### src/rtl/flash_cmd_pkg.sv
package flash_cmd_pkg;

  localparam logic [7:0] CODE_PROG_A  = 8'h40;
  localparam logic [7:0] CODE_PROG_B  = 8'h10;
  localparam logic [7:0] CODE_ERASE   = 8'h20;
  localparam logic [7:0] CODE_CF_SECT = 8'h20;
  localparam logic [7:0] CODE_CF_PLN  = 8'h22;
  localparam logic [7:0] CODE_CF_CHIP = 8'h21;
  localparam logic [7:0] CODE_SUSP    = 8'hB0;
  localparam logic [7:0] CODE_RES     = 8'hD0;
  localparam logic [7:0] CODE_RSTAT   = 8'h70;
  localparam logic [7:0] CODE_RARR    = 8'hFF;
  localparam logic [7:0] CODE_RID     = 8'h90;
  localparam logic [7:0] CODE_CLR     = 8'h50;

  typedef enum logic [3:0] {
    ST_IDLE, ST_PSETUP, ST_ESETUP, ST_PRUN, ST_ERUN,
    ST_PSUSP, ST_ESUSP, ST_EPSETUP, ST_EPRUN
  } fsm_t;

  typedef enum logic [2:0] {
    AC_NONE = 3'd0, AC_PROG = 3'd1, AC_ERS_SECT = 3'd2, AC_ERS_PLANE = 3'd3,
    AC_ERS_CHIP = 3'd4, AC_SUSP = 3'd5, AC_RES = 3'd6
  } acmd_t;

  typedef enum logic [1:0] {RS_ARRAY = 2'd0, RS_STATUS = 2'd1, RS_IDENT = 2'd2} rsel_t;

  typedef enum logic [1:0] {ES_SECT = 2'd0, ES_PLANE = 2'd1, ES_CHIP = 2'd2} escope_t;

  typedef enum logic [3:0] {
    OP_NONE, OP_PROG, OP_ERASE, OP_SUSP, OP_RES, OP_RSTAT, OP_RARR, OP_RID, OP_CLR
  } op_t;

  // region activity seen by the read gate
  typedef enum logic [1:0] {RG_NONE = 2'd0, RG_ACTIVE = 2'd1, RG_HELD = 2'd2} rgmode_t;

endpackage

### src/rtl/fcsm_decode.sv
module fcsm_decode
  import flash_cmd_pkg::*;
(
  input  logic [7:0] code,
  output op_t        op,
  output logic       cf_ok,
  output escope_t    cf_scope
);

  always_comb begin
    unique case (code)
      CODE_PROG_A, CODE_PROG_B: op = OP_PROG;
      CODE_ERASE:               op = OP_ERASE;
      CODE_SUSP:                op = OP_SUSP;
      CODE_RES:                 op = OP_RES;
      CODE_RSTAT:               op = OP_RSTAT;
      CODE_RARR:                op = OP_RARR;
      CODE_RID:                 op = OP_RID;
      CODE_CLR:                 op = OP_CLR;
      default:                  op = OP_NONE;
    endcase
  end

  always_comb begin
    cf_ok    = 1'b1;
    cf_scope = ES_SECT;
    unique case (code)
      CODE_CF_SECT: cf_scope = ES_SECT;
      CODE_CF_PLN:  cf_scope = ES_PLANE;
      CODE_CF_CHIP: cf_scope = ES_CHIP;
      default:      cf_ok    = 1'b0;
    endcase
  end

endmodule

### src/rtl/fcsm_status.sv
module fcsm_status (
  input  logic       clk,
  input  logic       rst_n,
  input  logic       set_lock,
  input  logic       set_seq,
  input  logic       set_perr,
  input  logic       set_eerr,
  input  logic       clr,
  input  logic       busy,
  input  logic       esusp,
  input  logic       psusp,
  output logic [7:0] status,
  output logic       err_block
);

  logic lock_q, seq_q, perr_q, eerr_q;

  always_ff @(posedge clk) begin
    if (!rst_n) begin
      lock_q <= 1'b0;
      seq_q  <= 1'b0;
      perr_q <= 1'b0;
      eerr_q <= 1'b0;
    end else begin
      lock_q <= set_lock | (lock_q & ~clr);
      seq_q  <= set_seq  | (seq_q  & ~clr);
      perr_q <= set_perr | (perr_q & ~clr);
      eerr_q <= set_eerr | (eerr_q & ~clr);
    end
  end

  assign status    = {~busy, esusp, eerr_q, perr_q, seq_q, psusp, lock_q, 1'b0};
  assign err_block = lock_q | seq_q;

endmodule

### src/rtl/fcsm_readgate.sv
module fcsm_readgate
  import flash_cmd_pkg::*;
#(
  parameter int AW  = 10,
  parameter int SW  = 6,
  parameter int PW  = 2,
  parameter int DW  = 16,
  parameter logic [DW-1:0] MAKER_ID  = 16'h00C3,
  parameter logic [DW-1:0] DEVICE_ID = 16'h00E4
) (
  input  logic [1:0]    rd_sel,
  input  logic [AW-1:0] rd_addr,
  input  logic [7:0]    status,
  input  rgmode_t       ers_mode,
  input  escope_t       ers_scope,
  input  logic [AW-1:0] ers_addr,
  input  rgmode_t       prg_mode,
  input  logic [AW-1:0] prg_addr,
  output logic          rd_allow,
  output logic [DW-1:0] ctl_rdata
);

  localparam int OFFW = AW - PW;

  logic same_plane_e, same_sect_e, same_plane_p, ers_block, prg_block;
  logic [OFFW-1:0] offs;

  assign same_plane_e = rd_addr[AW-1:AW-PW] == ers_addr[AW-1:AW-PW];
  assign same_sect_e  = rd_addr[AW-1:SW]    == ers_addr[AW-1:SW];
  assign same_plane_p = rd_addr[AW-1:AW-PW] == prg_addr[AW-1:AW-PW];
  assign offs         = rd_addr[OFFW-1:0];

  always_comb begin
    ers_block = 1'b0;
    unique case (ers_mode)
      RG_ACTIVE: ers_block = (ers_scope == ES_CHIP) | same_plane_e;
      RG_HELD: begin
        unique case (ers_scope)
          ES_SECT:  ers_block = same_sect_e;
          ES_PLANE: ers_block = same_plane_e;
          default:  ers_block = 1'b1;
        endcase
      end
      default: ers_block = 1'b0;
    endcase
  end

  always_comb begin
    unique case (prg_mode)
      RG_ACTIVE: prg_block = same_plane_p;
      RG_HELD:   prg_block = rd_addr == prg_addr;
      default:   prg_block = 1'b0;
    endcase
  end

  assign rd_allow = (rd_sel != RS_ARRAY) | ~(ers_block | prg_block);

  always_comb begin
    ctl_rdata = '0;
    if (rd_sel == RS_STATUS) begin
      ctl_rdata[7:0] = status;
    end else if (rd_sel == RS_IDENT) begin
      if (offs == OFFW'(0))      ctl_rdata = MAKER_ID;
      else if (offs == OFFW'(1)) ctl_rdata = DEVICE_ID;
    end
  end

endmodule

### src/rtl/flash_cmd_fsm.sv
module flash_cmd_fsm
  import flash_cmd_pkg::*;
#(
  parameter int AW = 10,
  parameter int SW = 6,
  parameter int PW = 2,
  parameter int DW = 16,
  parameter logic [DW-1:0] MAKER_ID  = 16'h00C3,
  parameter logic [DW-1:0] DEVICE_ID = 16'h00E4,
  localparam int SI    = AW - SW,
  localparam int NSECT = 1 << SI
) (
  input  logic             clk,
  input  logic             rst_n,
  input  logic             wr_valid,
  input  logic [AW-1:0]    wr_addr,
  input  logic [DW-1:0]    wr_data,
  input  logic [NSECT-1:0] lock_map,
  input  logic             arr_done,
  input  logic             arr_fail,
  input  logic [AW-1:0]    rd_addr,
  output logic             arr_valid,
  output logic [2:0]       arr_cmd,
  output logic [AW-1:0]    arr_addr,
  output logic [DW-1:0]    arr_data,
  output logic [1:0]       rd_sel,
  output logic [7:0]       status,
  output logic             rd_allow,
  output logic [DW-1:0]    ctl_rdata
);

  fsm_t    st, st_n;
  rsel_t   sel_q, sel_n;
  escope_t ers_scope_q;
  logic [AW-1:0] ers_addr_q, prg_addr_q;

  op_t     op;
  logic    cf_ok;
  escope_t cf_scope;

  logic    iss, ecap, pcap;
  acmd_t   icmd;
  logic    set_lock, set_seq, set_perr, set_eerr, clr, err_block;
  logic    running, esusp, psusp;
  rgmode_t ers_mode, prg_mode;

  fcsm_decode u_dec (
    .code     (wr_data[7:0]),
    .op       (op),
    .cf_ok    (cf_ok),
    .cf_scope (cf_scope)
  );

  // true when any locked sector lies inside the given erase scope
  function automatic logic scope_locked(escope_t sc, logic [AW-1:0] a, logic [NSECT-1:0] map);
    logic r;
    logic [SI-1:0] idx;
    r = 1'b0;
    for (int i = 0; i < NSECT; i++) begin
      idx = SI'(i);
      if (map[i]) begin
        if (sc == ES_CHIP) r = 1'b1;
        else if (sc == ES_PLANE && idx[SI-1:SI-PW] == a[AW-1:AW-PW]) r = 1'b1;
        else if (sc == ES_SECT && idx == a[AW-1:SW]) r = 1'b1;
      end
    end
    return r;
  endfunction

  function automatic logic in_held_erase(logic [AW-1:0] a);
    logic r;
    unique case (ers_scope_q)
      ES_SECT:  r = a[AW-1:SW] == ers_addr_q[AW-1:SW];
      ES_PLANE: r = a[AW-1:AW-PW] == ers_addr_q[AW-1:AW-PW];
      default:  r = 1'b1;
    endcase
    return r;
  endfunction

  assign running = (st == ST_PRUN) | (st == ST_ERUN) | (st == ST_EPRUN);
  assign esusp   = (st == ST_ESUSP) | (st == ST_EPSETUP) | (st == ST_EPRUN);
  assign psusp   = (st == ST_PSUSP);

  always_comb begin
    st_n     = st;
    sel_n    = sel_q;
    iss      = 1'b0;
    icmd     = AC_NONE;
    ecap     = 1'b0;
    pcap     = 1'b0;
    set_lock = 1'b0;
    set_seq  = 1'b0;
    set_perr = 1'b0;
    set_eerr = 1'b0;
    clr      = 1'b0;
    if (wr_valid) begin
      unique case (st)
        ST_PSETUP, ST_EPSETUP: begin
          sel_n = RS_STATUS;
          if (lock_map[wr_addr[AW-1:SW]]) begin
            set_lock = 1'b1;
            st_n     = (st == ST_PSETUP) ? ST_IDLE : ST_ESUSP;
          end else if (st == ST_EPSETUP && in_held_erase(wr_addr)) begin
            set_perr = 1'b1;
            st_n     = ST_ESUSP;
          end else begin
            iss  = 1'b1;
            icmd = AC_PROG;
            pcap = 1'b1;
            st_n = (st == ST_PSETUP) ? ST_PRUN : ST_EPRUN;
          end
        end
        ST_ESETUP: begin
          sel_n = RS_STATUS;
          st_n  = ST_IDLE;
          if (!cf_ok) begin
            set_seq  = 1'b1;
            set_eerr = 1'b1;
          end else if (err_block) begin
            st_n = ST_IDLE;
          end else if (scope_locked(cf_scope, wr_addr, lock_map)) begin
            set_lock = 1'b1;
          end else begin
            iss  = 1'b1;
            ecap = 1'b1;
            st_n = ST_ERUN;
            unique case (cf_scope)
              ES_SECT:  icmd = AC_ERS_SECT;
              ES_PLANE: icmd = AC_ERS_PLANE;
              default:  icmd = AC_ERS_CHIP;
            endcase
          end
        end
        default: begin
          unique case (op)
            OP_RSTAT: sel_n = RS_STATUS;
            OP_RARR:  sel_n = RS_ARRAY;
            OP_RID:   sel_n = RS_IDENT;
            OP_CLR:   clr   = 1'b1;
            OP_PROG: begin
              if (st == ST_IDLE) begin
                st_n  = ST_PSETUP;
                sel_n = RS_STATUS;
              end else if (st == ST_ESUSP) begin
                st_n  = ST_EPSETUP;
                sel_n = RS_STATUS;
              end
            end
            OP_ERASE: begin
              if (st == ST_IDLE) begin
                st_n  = ST_ESETUP;
                sel_n = RS_STATUS;
              end
            end
            OP_SUSP: begin
              if (st == ST_PRUN || st == ST_ERUN) begin
                iss   = 1'b1;
                icmd  = AC_SUSP;
                sel_n = RS_STATUS;
                st_n  = (st == ST_PRUN) ? ST_PSUSP : ST_ESUSP;
              end
            end
            OP_RES: begin
              if (st == ST_PSUSP || st == ST_ESUSP) begin
                iss   = 1'b1;
                icmd  = AC_RES;
                sel_n = RS_STATUS;
                st_n  = (st == ST_PSUSP) ? ST_PRUN : ST_ERUN;
              end
            end
            default: st_n = st;
          endcase
        end
      endcase
    end
    // completion wins over a suspend arriving in the same cycle
    if (arr_done && running) begin
      if (arr_fail) begin
        if (st == ST_ERUN) set_eerr = 1'b1;
        else               set_perr = 1'b1;
      end
      st_n = (st == ST_EPRUN) ? ST_ESUSP : ST_IDLE;
      if (icmd == AC_SUSP) begin
        iss  = 1'b0;
        icmd = AC_NONE;
      end
    end
  end

  always_ff @(posedge clk) begin
    if (!rst_n) begin
      st          <= ST_IDLE;
      sel_q       <= RS_ARRAY;
      ers_scope_q <= ES_SECT;
      ers_addr_q  <= '0;
      prg_addr_q  <= '0;
      arr_valid   <= 1'b0;
      arr_cmd     <= AC_NONE;
      arr_addr    <= '0;
      arr_data    <= '0;
    end else begin
      st        <= st_n;
      sel_q     <= sel_n;
      arr_valid <= iss;
      if (iss) begin
        arr_cmd  <= icmd;
        arr_addr <= wr_addr;
        arr_data <= (icmd == AC_PROG) ? wr_data : '0;
      end
      if (ecap) begin
        ers_scope_q <= cf_scope;
        ers_addr_q  <= wr_addr;
      end
      if (pcap) prg_addr_q <= wr_addr;
    end
  end

  assign rd_sel = sel_q;

  always_comb begin
    if (st == ST_ERUN) ers_mode = RG_ACTIVE;
    else if (esusp)    ers_mode = RG_HELD;
    else               ers_mode = RG_NONE;
    if (st == ST_PRUN || st == ST_EPRUN) prg_mode = RG_ACTIVE;
    else if (psusp)                      prg_mode = RG_HELD;
    else                                 prg_mode = RG_NONE;
  end

  fcsm_status u_stat (
    .clk       (clk),
    .rst_n     (rst_n),
    .set_lock  (set_lock),
    .set_seq   (set_seq),
    .set_perr  (set_perr),
    .set_eerr  (set_eerr),
    .clr       (clr),
    .busy      (running),
    .esusp     (esusp),
    .psusp     (psusp),
    .status    (status),
    .err_block (err_block)
  );

  fcsm_readgate #(
    .AW(AW), .SW(SW), .PW(PW), .DW(DW), .MAKER_ID(MAKER_ID), .DEVICE_ID(DEVICE_ID)
  ) u_rg (
    .rd_sel    (sel_q),
    .rd_addr   (rd_addr),
    .status    (status),
    .ers_mode  (ers_mode),
    .ers_scope (ers_scope_q),
    .ers_addr  (ers_addr_q),
    .prg_mode  (prg_mode),
    .prg_addr  (prg_addr_q),
    .rd_allow  (rd_allow),
    .ctl_rdata (ctl_rdata)
  );

endmodule

### config.mk
export PLATFORM = sky130hd
export DESIGN_NAME = flash_cmd_fsm
export DESIGN_NICKNAME = d
export VERILOG_FILES = /design/src/rtl/flash_cmd_pkg.sv /design/src/rtl/fcsm_decode.sv /design/src/rtl/fcsm_status.sv /design/src/rtl/fcsm_readgate.sv /design/src/rtl/flash_cmd_fsm.sv
export SDC_FILE = /design/constraint.sdc
export NUM_CORES = 1
export LEC_CHECK = 0
export BUFFER_PORTS_ARGS = -buffer_cell sky130_fd_sc_hd__buf_2
export CAP_MARGIN = 10
export CORE_MARGIN = 2
export CORE_UTILIZATION = 36
export CTS_CLUSTER_DIAMETER = 150
export CTS_CLUSTER_SIZE = 12
export DETAILED_ROUTE_END_ITERATION = 6
export PLACE_DENSITY_LB_ADDON = 0.1
export SETUP_SLACK_MARGIN = 0.4
export SKIP_CTS_REPAIR_TIMING = 1
export SLEW_MARGIN = 20
export SYNTH_ARGS = -nofsm -noshare
export SYNTH_HDL_FRONTEND = slang
export SYNTH_SLANG_ARGS = --single-unit
### constraint.sdc
create_clock -name clk -period 5.9 [get_ports clk]
set_input_delay 0.59 -clock clk [delete_from_list [all_inputs] [get_ports clk]]
set_output_delay 0.59 -clock clk [all_outputs]
set_load 0.02 [all_outputs]
== Yosys cells after proc, flatten, opt, wreduce, memory -nomap -nowiden ==
Index checks and enable logic that the tools add are counted.

* Reduce and logical (&&, ||, !) cells: 41
* Muxes and demuxes: 183
* Order comparisons: 1
* Equality and inequality tests: 72
* Bitwise logic cells: 19

{| class="wikitable"
|+ Operators by type and width
! kind !! number
|-
| $mux 1 || 126
|-
| $mux 3 || 14
|-
| $mux 4 || 10
|-
| $eq 4x3->1 const B || 8
|-
| $eq 4x4->1 const A || 8
|-
| $eq 8x8->1 const B || 4
|-
| $mux 16 || 2
|-
| $mux 8 || 4
|-
| $pmux 4 s8 || 1
|-
| $eq 8x6->1 const B || 3
|-
| $eq 8x7->1 const B || 3
|-
| $logic_and 1x1->1 || 22
|-
| $mux 2 || 11
|-
| $pmux 3 s2 || 3
|-
| $eq 3x4->1 const A || 4
|-
| $eq 4x2->1 const B || 4
|-
| $pmux 4 s4 || 1
|-
| $pmux 1 s2 || 7
|-
| $pmux 2 s7 || 1
|-
| $or 1x1->1 || 12
|-
| $reduce_and 6->1 || 2
|-
| $eq 10x10->1 || 1
|-
| $eq 2x1->1 const B || 5
|-
| $eq 2x2->1 const B || 5
|-
| other kinds (32) || 55
|}

* Word-level logic and storage cells: 329
* Flip-flop bits (word level): 62
* Output and inout bits: 57

== Depth between registers and ports, before layout ==
* Depth in word-level cells: 98
* Gate-level depth with buffers: 11
* Gate-level depth less buffers: 7

== Modules after synthesis ==
A second synthesis with hierarchy kept.

* Cells, all modules: 514
* Area, all modules: 4,225.3 um2

{| class="wikitable"
|+ Modules (own cells, without submodules)
! module !! sequential area each (um2) !! area each (um2) !! cells each !! instances
|-
| flash_cmd_fsm || 1,161.1 || 3,404.5 || 410 || 1
|-
| fcsm_readgate || 0.0 || 456.7 || 59 || 1
|-
| fcsm_status || 80.1 || 201.4 || 22 || 1
|-
| fcsm_decode || 0.0 || 162.7 || 23 || 1
|}

== Worst setup path after synthesis ==
No wires, ideal clock.

* Path kind: input to register
* Start: input wr_data[1]
* End: register arr_addr[2]
* Buffers on the path: 4
* Arrival time: 2,593 ps
* Setup time: 134 ps
* Stages on the path: 11
* Slack: 3,173 ps
* Data required time: 5,766 ps
* Cell sequence: buf_6 or4_4 buf_6 or3_1 buf_6 nor2_8 o21ai_2 buf_6 and3_1 a31oi_1 o211ai_1

* Cells in the longest elaborated chain, start to end: 96
* Elaborated cells on any way between the ends: 141
* Those cells by class: eq/ne (16); mux (102); reduce/logical (23)

{| class="wikitable"
|+ Ends and longest elaborated chain
! element !! RTL line !! RTL
|-
| start, declared || flash_cmd_fsm.sv:17 || <nowiki>input logic [DW-1:0] wr_data,</nowiki>
|-
| $eq 8x6->1 || fcsm_decode.sv:27 || <nowiki>unique case (code)</nowiki>
|-
| $pmux 2 s2 || fcsm_decode.sv:27 ||
|-
| $logic_not 2->1 || flash_cmd_fsm.sv:64, flash_cmd_fsm.sv:127 ||
|-
| $logic_and 1x1->1 || flash_cmd_fsm.sv:64 || <nowiki>else if (sc == ES_SECT && idx == a[AW-1:SW]) r = 1'b1;</nowiki>
|-
| $mux 1 || flash_cmd_fsm.sv:64 ||
|-
| $mux 1 || flash_cmd_fsm.sv:63 || <nowiki>else if (sc == ES_PLANE && idx[SI-1:SI-PW] == a[AW-1:AW-PW]) r = 1'b1;</nowiki>
|-
| $mux 1 || flash_cmd_fsm.sv:62 || <nowiki>if (sc == ES_CHIP) r = 1'b1;</nowiki>
|-
| $mux 1 || flash_cmd_fsm.sv:61 || <nowiki>if (map[i]) begin</nowiki>
|-
| [... 80 more ...] || n/a ||
|-
| $mux 3 || flash_cmd_fsm.sv:121 || <nowiki>end else if (scope_locked(cf_scope, wr_addr, lock_map)) begin</nowiki>
|-
| $mux 3 || flash_cmd_fsm.sv:119 || <nowiki>end else if (err_block) begin</nowiki>
|-
| $mux 3 || flash_cmd_fsm.sv:116 || <nowiki>if (!cf_ok) begin</nowiki>
|-
| $pmux 3 s2 || flash_cmd_fsm.sv:97 || <nowiki>unique case (st)</nowiki>
|-
| $mux 3 || flash_cmd_fsm.sv:96 || <nowiki>if (wr_valid) begin</nowiki>
|-
| $eq 3x3->1 || flash_cmd_fsm.sv:183 || <nowiki>if (icmd == AC_SUSP) begin</nowiki>
|-
| $mux 1 || flash_cmd_fsm.sv:183 ||
|-
| $mux 1 * || flash_cmd_fsm.sv:177 || <nowiki>if (arr_done && running) begin</nowiki>
|-
| end signal, assigned || flash_cmd_fsm.sv:207 || <nowiki>arr_addr <= wr_addr;</nowiki>
|-
| end, declared || flash_cmd_fsm.sv:24 || <nowiki>output logic [AW-1:0] arr_addr,</nowiki>
|}

Every way passes the cells marked *; elsewhere a longest branch is shown, timed or not. The select of a mux whose other input is x is not followed.
A chain may end at the register's enable or synchronous reset.

== Worst setup path after layout ==
* Start: register st[0]
* End: register arr_data[0]

* Cells in the longest elaborated chain, start to end: 11
* Elaborated cells on any way between the ends: 36
* Those cells by class: eq/ne (10); mux (19); bitwise (2); reduce/logical (5)

{| class="wikitable"
|+ Ends and longest elaborated chain
! element !! RTL line !! RTL
|-
| start, declared || flash_cmd_fsm.sv:32 || <nowiki>fsm_t st, st_n;</nowiki>
|-
| start signal, assigned || flash_cmd_fsm.sv:202 || <nowiki>st <= st_n;</nowiki>
|-
| $eq 4x2->1 (tied with other cells) || flash_cmd_fsm.sv:80, flash_cmd_fsm.sv:156 ||
|-
| $logic_or 1x1->1 (tied with other cells) || flash_cmd_fsm.sv:156 || <nowiki>if (st == ST_PRUN || st == ST_ERUN) begin</nowiki>
|-
| $mux 3 (tied with other cells) || flash_cmd_fsm.sv:156 ||
|-
| $pmux 3 s2 / $mux 1 (equally long branches) || flash_cmd_fsm.sv:135, flash_cmd_fsm.sv:100 ||
|-
| $pmux 3 s2 || flash_cmd_fsm.sv:97 ||
|-
| $mux 3 || flash_cmd_fsm.sv:96 ||
|-
| $eq 3x3->1 || flash_cmd_fsm.sv:183 ||
|-
| $mux 3 || flash_cmd_fsm.sv:183 ||
|-
| $mux 3 || flash_cmd_fsm.sv:177 ||
|-
| $eq 3x1->1 || flash_cmd_fsm.sv:208 || <nowiki>arr_data <= (icmd == AC_PROG) ? wr_data : '0;</nowiki>
|-
| $mux 16 || flash_cmd_fsm.sv:208 ||
|-
| end signal, assigned || flash_cmd_fsm.sv:208 ||
|-
| end, declared || flash_cmd_fsm.sv:25 || <nowiki>output logic [DW-1:0] arr_data,</nowiki>
|}

Parallel ways exist; a longest one is shown, timed or not.

==> impl_metrics.env <==
export IMPL_cts_root_buf="clkbuf_16"
export IMPL_wl_per_cell_um=17.1
export IMPL_fin_area_um2=4770
export IMPL_synth_warnings=0
export IMPL_gp_congestion=0.908
export IMPL_layout_drive_gt1_share_pct=22.3
export IMPL_clkPwrFrac_pct=38.1
export IMPL_n_antenna_cell=0
export IMPL_end_kind="flop"
export IMPL_start_util_pct=36.9
export IMPL_period_needed_ns=3.53
export IMPL_drt_iter0_drc=235
export IMPL_place_hpwl_mm=9.58
export IMPL_cp_max_fo=19
export IMPL_route_met2_wl_mm=5.83
export IMPL_synth_common_cells="nor2_1, dfxtp_1, nand2_1"
export IMPL_synth_seq_cells=56
export IMPL_dr_pass1_iters=5
export IMPL_vias=4365
export IMPL_synth_xor_area_share_pct=5.01
export IMPL_ant_nets=0
export IMPL_p_int_mw=0.583
export IMPL_synth_compound_area_share_pct=23.7
export IMPL_yosys_most_used_dff="dfxtp_1"
export IMPL_met1_length_mm=6.08
export IMPL_seqPwrFrac_pct=46.6
export IMPL_tightest_slew_ns=0.962
export IMPL_clkLatencyLatePin_ns=0.30
export IMPL_rows=39
export IMPL_slowest_stage="o31a_1"
export IMPL_place_area_um2=4610
export IMPL_max_cap_viol_count=0
export IMPL_synth_fa_ha_area_share_pct=0
export IMPL_async_flop_share_pct=0
export IMPL_synth_edff_count=0
export IMPL_die_w_um=112
export IMPL_worstPathRequired_ns=6.11
export IMPL_hold_class="reg -> reg"
export IMPL_dr_max_layer_used="met4"
export IMPL_cts_buffer_depth=2
export IMPL_power_density_nw_per_um2=172
export IMPL_drc_errors=0
export IMPL_synth_top_family_by_area="simple AND/OR/NAND/NOR gates"
export IMPL_finalHoldViolCount=0
export IMPL_ios=114
export IMPL_cts_clk_slew_worst_paths_ns=0.08
export IMPL_cts_htree_levels=2
export IMPL_synth_simple_area_share_pct=29.6
export IMPL_die_h_um=112
export IMPL_avgSynthCellArea_um2=7.61
export IMPL_synth_area_um2=4190
export IMPL_worstPathArrival_ns=3.75
export IMPL_yosysSeqAreaShare_pct=26.7
export IMPL_setup_violations=0
export IMPL_post_synth_inst_count=551
export IMPL_grt_max_degree=67
export IMPL_yosysMostFrequentCell="nor2_1"
export IMPL_min_from="arr_data[4]$_SDFFE_PN0P_"
export IMPL_synth_area_leader_cell="dfxtp_1"
export IMPL_vdd_ir_drop_max_mv=0.109
export IMPL_cts_sinks=56
export IMPL_worstSetupPathType="reg -> reg"
export IMPL_cp_top_family="simple AND/OR/NAND/NOR gates"
export IMPL_numCtsBuffers=5
export IMPL_crit_buf_inv=0
export IMPL_grt_pass1_vias=4052
export IMPL_rsz0062_at_grt="no"
export IMPL_p_sw_share_pct=28.8
export IMPL_finalClockSkew_ns=0.00526
export IMPL_finalCritPeriodShare_pct=59.9
export IMPL_p_leak_nw=1.99
export IMPL_fin_util_pct=41.9
export IMPL_r2r_slack_ns=2.37
export IMPL_combPwrFrac_pct=15.4
export IMPL_cp_start_kind="flop"
export IMPL_overflow=0
export IMPL_core_area_um2=11400
export IMPL_finalSetupTns_ns=0
export IMPL_synth_area_mux_share_pct=6.21
export IMPL_avgViaCountPerCell=5.77
export IMPL_switchingPower_mw=0.235
export IMPL_port_buffers=104
export IMPL_grt_usage_pct=20.2
export IMPL_syn_to_final_growth_pct=13.7
export IMPL_cts_tree="yes"
export IMPL_synth_area_leaders="dfxtp_1, nor2_1, a21oi_1"
export IMPL_grt_antenna_before_repair=0
export IMPL_startpoint="st[0]$_SDFFE_PN0P_"
export IMPL_fmax_mhz=283
export IMPL_wl_met3_um=797
export IMPL_die_area_um2=12500
export IMPL_grt_pass1_wl_mm=21.1
export IMPL_status="finished clean"
export IMPL_r2r_start="st[0]$_SDFFE_PN0P_"
export IMPL_drv_slew=0
export IMPL_worstPathCellList="nor2b_1, nand3_1, nor3_1, o31a_1, nand2_2, o21ai_0"
export IMPL_yosysTopAreaCellShare_pct=26.7
export IMPL_nNetsFinal=670
export IMPL_max_stage_delay_ns=0.77
export IMPL_yosysUniqueCellTypes=72
export IMPL_maxSlewHeadroom_pct=35.3
export IMPL_finalWirelength_mm=13.0
-- worst register-to-register path, delay by kind of cell, from the launching register on --
kind               cells  cell delay, ns
and+or+nand+nor        4            1.72
AOI/OAI and AO/OA      2            1.08
DFF                    1            0.64
-- cell type report --
| type | instances | area [um2] |
|---|---|---|
| Clock inverter | 3 | 22.5 |
| Fill cell | 1189 | 6600 |
| Sequential cell | 56 | 1120 |
| Timing Repair Buffer | 107 | 543 |
| Inverter | 8 | 30.0 |
| Multi-Input combinational cell | 435 | 2750 |
| Clock buffer | 5 | 125 |
| Tap cell | 143 | 179 |
-- registers in the layout (all words and copies together) (netlist names) --
register       count
arr_addr          10
arr_cmd            3
arr_data          16
arr_valid          1
ers_addr_q         4
ers_scope_q        2
prg_addr_q        10
rd_sel             2
st                 4
u_stat.eerr_q      1
u_stat.lock_q      1
u_stat.perr_q      1
u_stat.seq_q       1
-- power groups by stage --
stage / clock (mW) / combinational, mW / sequential [mW]
2_1_floorplan: 0 / 0.0826 / 0.390
3_3_place_gp: 0 / 0.123 / 0.390
3_5_place_dp: 0 / 0.123 / 0.390
4_1_cts: 0.319 / 0.124 / 0.381
5_1_grt: 0.335 / 0.136 / 0.381
6_report: 0.312 / 0.126 / 0.381
-- cell families after synthesis --
family	Yosys count
flip-flops	56
other	1
XOR/XNOR	24
AO/OA/AOI/OAI	148
buffers and inverters	68
AND/OR/NAND/NOR	232
multiplexers	22
-- cell usage in the layout, fill, tap and decap left out, types with 4 or more instances in the layout --
cell type,n
a32oi_1,7
nand4_1,16
nor4_1,5
mux2i_1,17
and2_1,4
buf_2,104
a22o_1,4
nand2b_1,7
and3_1,16
o21ai_0,24
a31oi_1,13
nor2b_1,9
xnor2_1,18
nand2_1,47
o211ai_1,9
nand3_1,20
inv_1,8
a21oi_1,38
a21o_1,4
o31ai_1,5
a211oi_1,5
nor3_1,18
o22ai_1,4
dfxtp_1,56
xor2_1,6
nor3b_1,5
clkbuf_16,5
conb_1,9
nor2_1,57
-- metal layers --
| layer | vias up | track usage (%) |
|---|---|---|
| met3 | 22 | 3.65 |
| met4 | 0 | 5.93 |
| li1 | 2137 | - |
| met2 | 143 | 32.2 |
| met5 | - | 0 |
| met1 | 2063 | 28.0 |
-- metrics by stage --
step / power [mW] / setup WS (ns) / instances / hold WS [ns]
2_1_floorplan: 0.473 / 3.17 / 559 / 0.459
3_3_place_gp: 0.513 / 2.30 / 749 / 0.467
3_5_place_dp: 0.514 / 2.13 / 749 / 0.468
4_1_cts: 0.824 / 2.36 / 757 / 0.481
5_1_grt: 0.852 / 2.04 / 757 / 0.506
6_report: 0.819 / 2.37 / 757 / 0.484
-- worst paths after layout --
check,end,depth (start not counted)
worst max-delay path,arr_data[0]$_SDFFE_PN0P_,6
worst min register to register,arr_data[4]$_SDFFE_PN0P_,2
worst max register to register,arr_data[0]$_SDFFE_PN0P_,6
worst min-delay path,arr_data[4]$_SDFFE_PN0P_,2
No activity file was read; power rests on OpenSTA's default activity.
